**src/rtl/adc_cal_pkg.sv**
```systemverilog
package adc_cal_pkg;

  localparam int STEP_DEPTH = 16;
  localparam int STEP_AW    = 4;
  localparam logic [STEP_AW-1:0] OFFSET_ONLY_ENTRY = 4'd14;

  typedef enum logic [1:0] {
    ST_IDLE = 2'd0,
    ST_MEAS = 2'd1,
    ST_GAP  = 2'd2
  } cal_state_t;

  // one 8-bit step entry
  typedef struct packed {
    logic                 last;    // final step of a run
    logic                 avg;     // eight samples averaged
    logic [1:0]           spare;
    logic [STEP_AW-1:0]   target;  // 0 = offset, k = capacitor k
  } cal_step_t;

endpackage

```
**src/rtl/cal_step_rom.sv**
```systemverilog
module cal_step_rom
  import adc_cal_pkg::*;
#(
  parameter int NUM_CAPS = 13
) (
  input  logic [STEP_AW-1:0] addr,
  output cal_step_t          step
);

  cal_step_t table_q [STEP_DEPTH];

  generate
    for (genvar i = 0; i < STEP_DEPTH; i++) begin : g_entry
      if (i == 0) begin : g_off
        assign table_q[i] = '{last: 1'b0, avg: 1'b1, spare: 2'b00, target: '0};
      end else if (i <= NUM_CAPS) begin : g_cap
        assign table_q[i] = '{last: (i == NUM_CAPS), avg: 1'b1, spare: 2'b00,
                              target: STEP_AW'(i)};
      end else begin : g_single
        assign table_q[i] = '{last: 1'b1, avg: 1'b0, spare: 2'b00, target: '0};
      end
    end
  endgenerate

  assign step = table_q[addr];

endmodule

```
**src/rtl/cal_averager.sv**
```systemverilog
module cal_averager #(
  parameter int SAMPLE_W = 10,
  parameter int AVG_LOG2 = 3,
  localparam int SUM_W   = SAMPLE_W + AVG_LOG2
) (
  input  logic signed [SUM_W-1:0]    acc,
  input  logic signed [SAMPLE_W-1:0] sample,
  input  logic                       use_avg,
  output logic signed [SUM_W-1:0]    sum_next,
  output logic signed [SAMPLE_W-1:0] result
);

  logic signed [SUM_W-1:0] shifted;

  assign sum_next = acc + SUM_W'(sample);
  assign shifted  = sum_next >>> AVG_LOG2;
  assign result   = use_avg ? shifted[SAMPLE_W-1:0] : sample;

endmodule

```
**src/rtl/cal_coef_bank.sv**
```systemverilog
module cal_coef_bank
  import adc_cal_pkg::*;
#(
  parameter int COEF_W   = 10,
  parameter int NUM_CAPS = 13
) (
  input  logic                       clk,
  input  logic                       rst,
  input  logic                       wr_en,
  input  logic [STEP_AW-1:0]         wr_idx,
  input  logic [COEF_W-1:0]          wr_data,
  output logic [COEF_W-1:0]          offset_coef,
  output logic [NUM_CAPS*COEF_W-1:0] lin_coef
);

  always_ff @(posedge clk) begin
    if (rst) offset_coef <= '0;
    else if (wr_en && wr_idx == '0) offset_coef <= wr_data;
  end

  generate
    for (genvar k = 1; k <= NUM_CAPS; k++) begin : g_slot
      always_ff @(posedge clk) begin
        if (rst) lin_coef[(k-1)*COEF_W +: COEF_W] <= '0;
        else if (wr_en && wr_idx == STEP_AW'(k))
          lin_coef[(k-1)*COEF_W +: COEF_W] <= wr_data;
      end
    end
  endgenerate

  AST_WR_IDX_RANGE: assert property (@(posedge clk) disable iff (rst)
    wr_en |-> (wr_idx <= STEP_AW'(NUM_CAPS)));

endmodule

```
**src/rtl/adc_cal_seq.sv**
```systemverilog
module adc_cal_seq
  import adc_cal_pkg::*;
#(
  parameter int SAMPLE_W = 10,
  parameter int NUM_CAPS = 13,
  parameter int AVG_LOG2 = 3,
  localparam int SUM_W   = SAMPLE_W + AVG_LOG2
) (
  input  logic                         clk,
  input  logic                         rst,
  input  logic                         cmd_valid,
  input  logic                         cmd_full,
  output logic                         meas_req,
  output logic [STEP_AW-1:0]           meas_sel,
  input  logic                         meas_ack,
  input  logic [SAMPLE_W-1:0]          meas_err,
  output logic                         busy,
  output logic                         done,
  output logic [SAMPLE_W-1:0]          offset_coef,
  output logic [NUM_CAPS*SAMPLE_W-1:0] lin_coef
);

  cal_state_t              state;
  logic [STEP_AW-1:0]      pc;
  logic [AVG_LOG2-1:0]     cnt;
  logic signed [SUM_W-1:0] acc;
  logic                    run_full;
  cal_step_t               step;
  logic signed [SUM_W-1:0] sum_next;
  logic signed [SAMPLE_W-1:0] avg_out;
  logic                    sample_last;
  logic                    wr_en;

  cal_step_rom #(.NUM_CAPS(NUM_CAPS)) rom_i (
    .addr (pc),
    .step (step)
  );

  cal_averager #(.SAMPLE_W(SAMPLE_W), .AVG_LOG2(AVG_LOG2)) avg_i (
    .acc      (acc),
    .sample   ($signed(meas_err)),
    .use_avg  (step.avg),
    .sum_next (sum_next),
    .result   (avg_out)
  );

  assign sample_last = !step.avg || (cnt == '1);
  assign wr_en       = (state == ST_MEAS) && meas_ack && sample_last;
  assign meas_sel    = step.target;

  cal_coef_bank #(.COEF_W(SAMPLE_W), .NUM_CAPS(NUM_CAPS)) bank_i (
    .clk         (clk),
    .rst         (rst),
    .wr_en       (wr_en),
    .wr_idx      (step.target),
    .wr_data     (avg_out),
    .offset_coef (offset_coef),
    .lin_coef    (lin_coef)
  );

  always_ff @(posedge clk) begin
    if (rst) begin
      state    <= ST_IDLE;
      pc       <= '0;
      cnt      <= '0;
      acc      <= '0;
      run_full <= 1'b0;
      busy     <= 1'b0;
      done     <= 1'b0;
      meas_req <= 1'b0;
    end else begin
      done <= 1'b0;
      case (state)
        ST_IDLE: begin
          if (cmd_valid) begin
            pc       <= cmd_full ? '0 : OFFSET_ONLY_ENTRY;
            run_full <= cmd_full;
            cnt      <= '0;
            acc      <= '0;
            busy     <= 1'b1;
            meas_req <= 1'b1;
            state    <= ST_MEAS;
          end
        end
        ST_MEAS: begin
          if (meas_ack) begin
            meas_req <= 1'b0;
            if (sample_last) begin
              cnt <= '0;
              acc <= '0;
              if (step.last) begin
                busy  <= 1'b0;
                done  <= 1'b1;
                state <= ST_IDLE;
              end else begin
                pc    <= pc + 1'b1;
                state <= ST_GAP;
              end
            end else begin
              cnt   <= cnt + 1'b1;
              acc   <= sum_next;
              state <= ST_GAP;
            end
          end
        end
        ST_GAP: begin
          meas_req <= 1'b1;
          state    <= ST_MEAS;
        end
        default: state <= ST_IDLE;
      endcase
    end
  end

  AST_REQ_HOLD: assert property (@(posedge clk) disable iff (rst)
    (meas_req && !meas_ack) |=> meas_req);
  AST_REQ_GAP: assert property (@(posedge clk) disable iff (rst)
    (meas_req && meas_ack) |=> !meas_req);
  AST_REQ_IN_RUN: assert property (@(posedge clk) disable iff (rst)
    meas_req |-> busy);
  AST_SEL_STABLE: assert property (@(posedge clk) disable iff (rst)
    (meas_req && !meas_ack) |=> $stable(meas_sel));
  AST_DONE_PULSE: assert property (@(posedge clk) disable iff (rst)
    done |=> !done);
  AST_DONE_AT_FALL: assert property (@(posedge clk) disable iff (rst)
    done |-> (!busy && $past(busy)));
  AST_OFFSET_ONLY_SLOT: assert property (@(posedge clk) disable iff (rst)
    (wr_en && !run_full) |-> (step.target == '0));

endmodule

```
**config.mk**
```make
export PLATFORM = sky130hd
export DESIGN_NAME = adc_cal_seq
export DESIGN_NICKNAME = d
export VERILOG_FILES = /design/src/rtl/adc_cal_pkg.sv /design/src/rtl/cal_step_rom.sv /design/src/rtl/cal_averager.sv /design/src/rtl/cal_coef_bank.sv /design/src/rtl/adc_cal_seq.sv
export SDC_FILE = /design/constraint.sdc
export NUM_CORES = 1
export LEC_CHECK = 0
export BUFFER_PORTS_ARGS = -buffer_cell sky130_fd_sc_hd__buf_2
export CORE_MARGIN = 4
export CORE_UTILIZATION = 48
export DETAILED_ROUTE_END_ITERATION = 8
export PLACE_DENSITY = 0.86
export SYNTH_ARGS = -nofsm -noshare
export SYNTH_HDL_FRONTEND = slang
export SYNTH_SLANG_ARGS = --single-unit
```
**constraint.sdc**
```tcl
create_clock -name clk -period 2.2 [get_ports clk]
set_input_delay 0.22 -clock clk [delete_from_list [all_inputs] [get_ports clk]]
set_output_delay 0.22 -clock clk [all_outputs]
set_load 0.01 [all_outputs]
```
# Yosys cells after proc, flatten, opt, wreduce, memory -nomap -nowiden
# Memories as Yosys holds them, arrays and structs flattened.
# Cells that the tools add are included.
totals:
  n_memories: 1
  mem_bits_ro: 128
  inputBits: 15
  register_bits: 165
op_classes:
  n_reduce_logical: 28
  n_mux: 30
  n_addsub: 3
  bitwise_logic: 4
  magnitude_cmp: 1
  n_eq_ne: 21
memory_table:
  columns: ["name", "depth", "word_bits", "read_ports", "rd_clocked_by_memory_dff", "write_ports", "line", "source"]
  rows:
  - ["(name not given)", 16, 8, 1, 0, 0, "cal_step_rom.sv:25", "assign step = table_q[addr];"]
ops:
  columns: ["operator", "n"]
  rows:
  - ["$mux W13", 3]
  - ["$pmux W13 S2", 1]
  - ["$eq A4 B4 Y1 const B", 6]
  - ["$mux W4", 5]
  - ["$eq A4 B3 Y1 const B", 4]
  - ["$logic_and A1 B1 Y1", 16]
  - ["$mux W8", 2]
  - ["$add A13 B10 Y13", 1]
  - ["$mux W10", 1]
  - ["$reduce_and A5 Y1", 2]
  - ["$mux W3", 3]
  - ["$eq A4 B2 Y1 const B", 2]
  - ["$mux W2", 4]
  - ["$ne A2 B2 Y1 const B", 4]
  - ["$pmux W4 S2", 1]
  - ["$mux W1", 6]
  - ["$pmux W2 S3", 1]
  - ["$pmux W3 S2", 1]
  - ["$reduce_and A3 Y1", 2]
  - ["$ge A5 B5 Y1 const B", 1]
  - ["$not A4 Y5", 1]
  - ["$add A4 B1 Y4 const B", 1]
  - ["$eq A4 B1 Y1 const B", 1]
  - ["$logic_not A4 Y1", 1]
  - ["15 further kinds", 17]

# Logic depth before layout (Yosys ltp)
depth:
  word_depth: 9
  ltp_mapped: 11

# Modules after synthesis
# A second synthesis with hierarchy kept.
unflattened:
  cells_unflattened: 726
  hier_area_um2: 7484.7
by_module_without_submodules:
  columns: ["module", "area_per_inst_um2", "cells_each", "seq_area_each_um2", "n_inst"]
  rows:
  - ["cal_coef_bank", 5462.7, 487, 2802.7, 1]
  - ["adc_cal_seq", 1151.1, 126, 500.5, 1]
  - ["cal_averager", 803.3, 104, 0.0, 1]
  - ["cal_step_rom", 67.6, 9, 0.0, 1]

# Worst setup path after synthesis
# OpenSTA, ideal clock, no wires.
synth_timing:
  kind: "register -> register"
  startpoint: "register acc[0]"
  endpoint: "register bank_i.lin_coef[15]"
  path_stages_with_launch: 12
  arrival_time_ns: 2.101
  path_slack_ns: -0.040
  required_ns: 2.061
  setup_time_ns: 0.139
  cell_sequence: "dfxtp_1 -> ha_1 -> inv_1 -> fa_1 -> nand2b_1 -> a21oi_2 -> nor2_1 -> o21ai_1 -> xor2_1 -> mux2i_1 -> buf_2 -> a211oi_1"
synth_via:
  elab_chain_cells: 2
synth_lines:
  columns: ["element", "line", "source"]
  rows:
  - ["start, declared", "adc_cal_seq.sv:26", "logic signed [SUM_W-1:0] acc;"]
  - ["start signal, assigned", "adc_cal_seq.sv:101", "acc <= sum_next;"]
  - ["$add A13 B10 Y13", "cal_averager.sv:15", "assign sum_next = acc + SUM_W'(sample);"]
  - ["$mux W10", "cal_averager.sv:17", "assign result = use_avg ? shifted[SAMPLE_W-1:0] : sample;"]
  - ["end signal, assigned by index", "cal_coef_bank.sv:26", "lin_coef[(k-1)*COEF_W +: COEF_W] <= wr_data;"]
  - ["end, declared", "cal_coef_bank.sv:13", "output logic [NUM_CAPS*COEF_W-1:0] lin_coef"]
# Every way passes these cells.
# A chain may end at the register's enable or synchronous reset.

# Final worst setup path
layout_timing:
  startpoint: "register acc[0]"
  endpoint: "register bank_i.lin_coef[19]"
# Same word-level chain as after synthesis.

==> impl_metrics.py <==
metrics = {
    "route": {
        "vias_per_cell": 5.72,
        "drt-initial-drc-count": 507,
        "via_count": 6403,
        "dr.pass1.iters": 5,
        "ant_nets": 0,
        "route.detailed.drc": 0,
        "wl_per_cell_um": 20.0,
        "wl_mm": 22.5,
    },
    "cts": {
        "clk_pin_slew_worst_paths_ns": 0.06,
        "cts_buffers": 17,
        "clock_latency_ns": 0.42,
        "cts_buffer_depth": 2,
        "cts_sinks": 165,
        "cts_root_buffer": "clkbuf_16",
        "hold_buffers": 0,
        "htreeDepth": 4,
        "cts_tree": "yes",
    },
    "synthesis": {
        "syn-num-nets": 757,
        "yosysMostFrequentCell": "dfxtp_1",
        "syn_area_mm2": 0.00685,
        "syn-instance-count": 724,
        "synth_edf_count": 0,
        "synth_top_area_share_pct": 48.3,
        "syn_area_per_cell_um2": 9.45,
        "yosys-top-cells-count": "dfxtp_1 (165), nor2_1 (159), a211oi_1 (91)",
        "ys_warn_count": 0,
        "synth_seq_cells": 165,
        "yosysSeqAreaShare_pct": 48.3,
        "synth-main-ff-cell": "dfxtp_1",
        "yosysTopAreaCell": "dfxtp_1",
        "synth_cell_types": 55,
        "synth_async_sr_flop_share_pct": 0,
        "synth_area_leaders": "dfxtp_1 (48%), a211oi_1 (10%), nor2_1 (8.7%)",
    },
    "final_layout": {
        "syn2layout_area_growth_pct": 40.4,
        "layout.cells.non_filler": 1120,
        "n_antenna_cell": 0,
        "final_util_pct": 69.0,
        "drive_above_1_share_pct": 43.7,
        "finalNetCount": 961,
    },
    "worst_setup_path": {
        "startpoint_type": "flop",
        "crit_family": "compound AO/OA/AOI/OAI gates",
        "r2r_start": "acc[0]",
        "worstSetupPathType": "flop to flop",
        "path_max_fanout": 7,
        "crit_path_frequent_cell": "buf_6",
        "endpoint_kind": "flop",
        "max_stage_delay_ns": 0.35,
        "slowest_stage": "or3_4",
        "cp.required_ns": 2.54,
        "cp-startpoint": "acc[0]",
        "path_buf_inv": 4,
        "cp_cell_sequence": "ha_4, inv_2, fa_2, nand2b_4, a21oi_4, buf_6, o21a_4, or3_4, buf_6, a41o_4, clkbuf_16, a211oi_2",
        "r2r_slack_ns": -0.27,
        "cp.arrival_ns": 2.80,
    },
    "timing": {
        "max_freq_mhz": 406,
        "clock_skew_ns": 0.00742,
        "rsz0062_at_grt": "yes",
        "drv_slew": 0,
        "finalWorstSetupSlack_ns": -0.266,
        "setup_violations": 61,
        "max_slew.worst_pin.slew_ns": 0.623,
        "min_period_ns": 2.47,
        "min_period_over_period_pct": 112,
        "slew-limit-headroom_pct": 58.5,
        "hold_violations": 0,
    },
    "die": {
        "die_w_um": 127,
        "die_h_um": 127,
        "fp.coreArea_mm2": 0.0139,
        "ios": 162,
        "rows": 43,
        "start_util_pct": 49.1,
        "die_area_mm2": 0.0162,
    },
    "place": {
        "gp_congestion": 0.912,
        "hpwl_mm": 13.7,
        "dpl_worst_slack_ns": -0.417,
        "dp_cells": 1074,
        "port_buffers": 161,
    },
    "power": {
        "ir_worst_vdd_v": 0.000671,
        "power_uw": 6790,
        "power.leakage_uw": 0.00393,
        "p_per_area_mw_per_mm2": 707,
    },
    "global_routing": {
        "gr-usage-all-layers_pct": 24.9,
        "antenna_found_initial": 0,
        "grt_max_degree": 67,
        "grt_pass1_vias": 6117,
        "overflow": 0,
        "grt_pass1_wl_mm": 31.8,
    },
    "status": {
        "status": "finished, violations left",
        "violations": "setup timing",
    },
    "hold_path": {
        "holdCritPathClass": "input port to flop",
        "hold_start": "meas_ack",
    },
    "run": {
        "max_cap_violations": 0,
    },
}
registers in the layout (all words and copies together) (netlist names):
signal	flops
acc	13
bank_i.lin_coef	130
bank_i.offset_coef	10
busy	1
cnt	3
done	1
meas_req	1
pc	4
state	2
final cells by class:
type	count	area, µm²
Sequential cell	165	3310
Fill cell	963	4320
Clock inverter	12	129
Inverter	6	22.5
Timing Repair Buffer	244	1690
Multi-Input combinational cell	494	3790
Tap cell	180	225
Clock buffer	19	443
repair_timing:
item	4_1_cts	5_1_grt
pin swaps	21	30
buffers inserted	4	7
setup endpoints to repair	77	129
cloned	1	3
gates resized for setup	43	81
layer usage:
metal / track usage (%) / wire length, µm / part of all wire, % / vias up
met1: 30.5 / 9100 / 41 / 3111
li1: - / - / - / 2965
met4: 10.2 / 788 / 3.5 / 0
met3: 7.11 / 1730 / 7.7 / 57
met2: 41.1 / 10800 / 48 / 270
met5: 0 / 0 / 0 / -
worst paths after layout:
path,to,cells after the start
worst max-delay path,bank_i.lin_coef[19],12
worst min-delay path,state[0],4
worst max register to register,bank_i.lin_coef[19],12
worst min register to register,bank_i.lin_coef[56],2
report_power, final:
part / internal, µW / switching [µW]
registers: 3010 / 23.8
logic: 344 / 496
clock network: 1690 / 1230
total: 5050 / 1750
layout by cell type, fill, tap and decap left out, types with 5 or more instances in the layout:
cell,instances
dfxtp_1,160
buf_2,160
nor2_1,156
a211oi_2,59
buf_4,58
a211oi_1,41
mux2i_1,29
nand2_1,24
clkbuf_16,20
nand2b_1,17
a21oi_1,16
buf_12,14
ha_1,11
o21ai_0,10
buf_6,9
a21o_1,8
a22oi_1,8
nand3_1,7
a21oi_2,7
nor2_2,6
nand3b_1,5
o21ai_2,5
ha_4,5
dfxtp_2,5
cells by family (layout without fill, tap and decap cells):
logic type,count (synthesis),in the layout,share of synthesized area (%)
xor+xnor,9,9,1.15
buf+inv,65,281,4.95
simple gates,252,252,17.7
mux,36,36,5.45
flops,165,165,48.3
compound gates,179,179,19.1
fa+ha+maj,18,18,3.40
per-stage QoR:
step | cell area, µm² | hold WS [ns] | TNS (ns)
4_1_cts | 9110 | 0.103 | -5.04
6_report | 9610 | 0.118 | -10.65
2_1_floorplan | 6860 | 0.403 | 0
3_5_place_dp | 8270 | 0.450 | -13.31
5_1_grt | 9610 | 0.129 | -14.42
3_3_place_gp | 8270 | 0.440 | -8.23
tightest hold or removal path, delay by kind of cell:
| kind | cells | cell delay (ns) |
|---|---|---|
| buf+inv | 1 | 0.11 |
| simple gates | 3 | 0.17 |
Note: power is estimated with default switching activity, not from simulation.
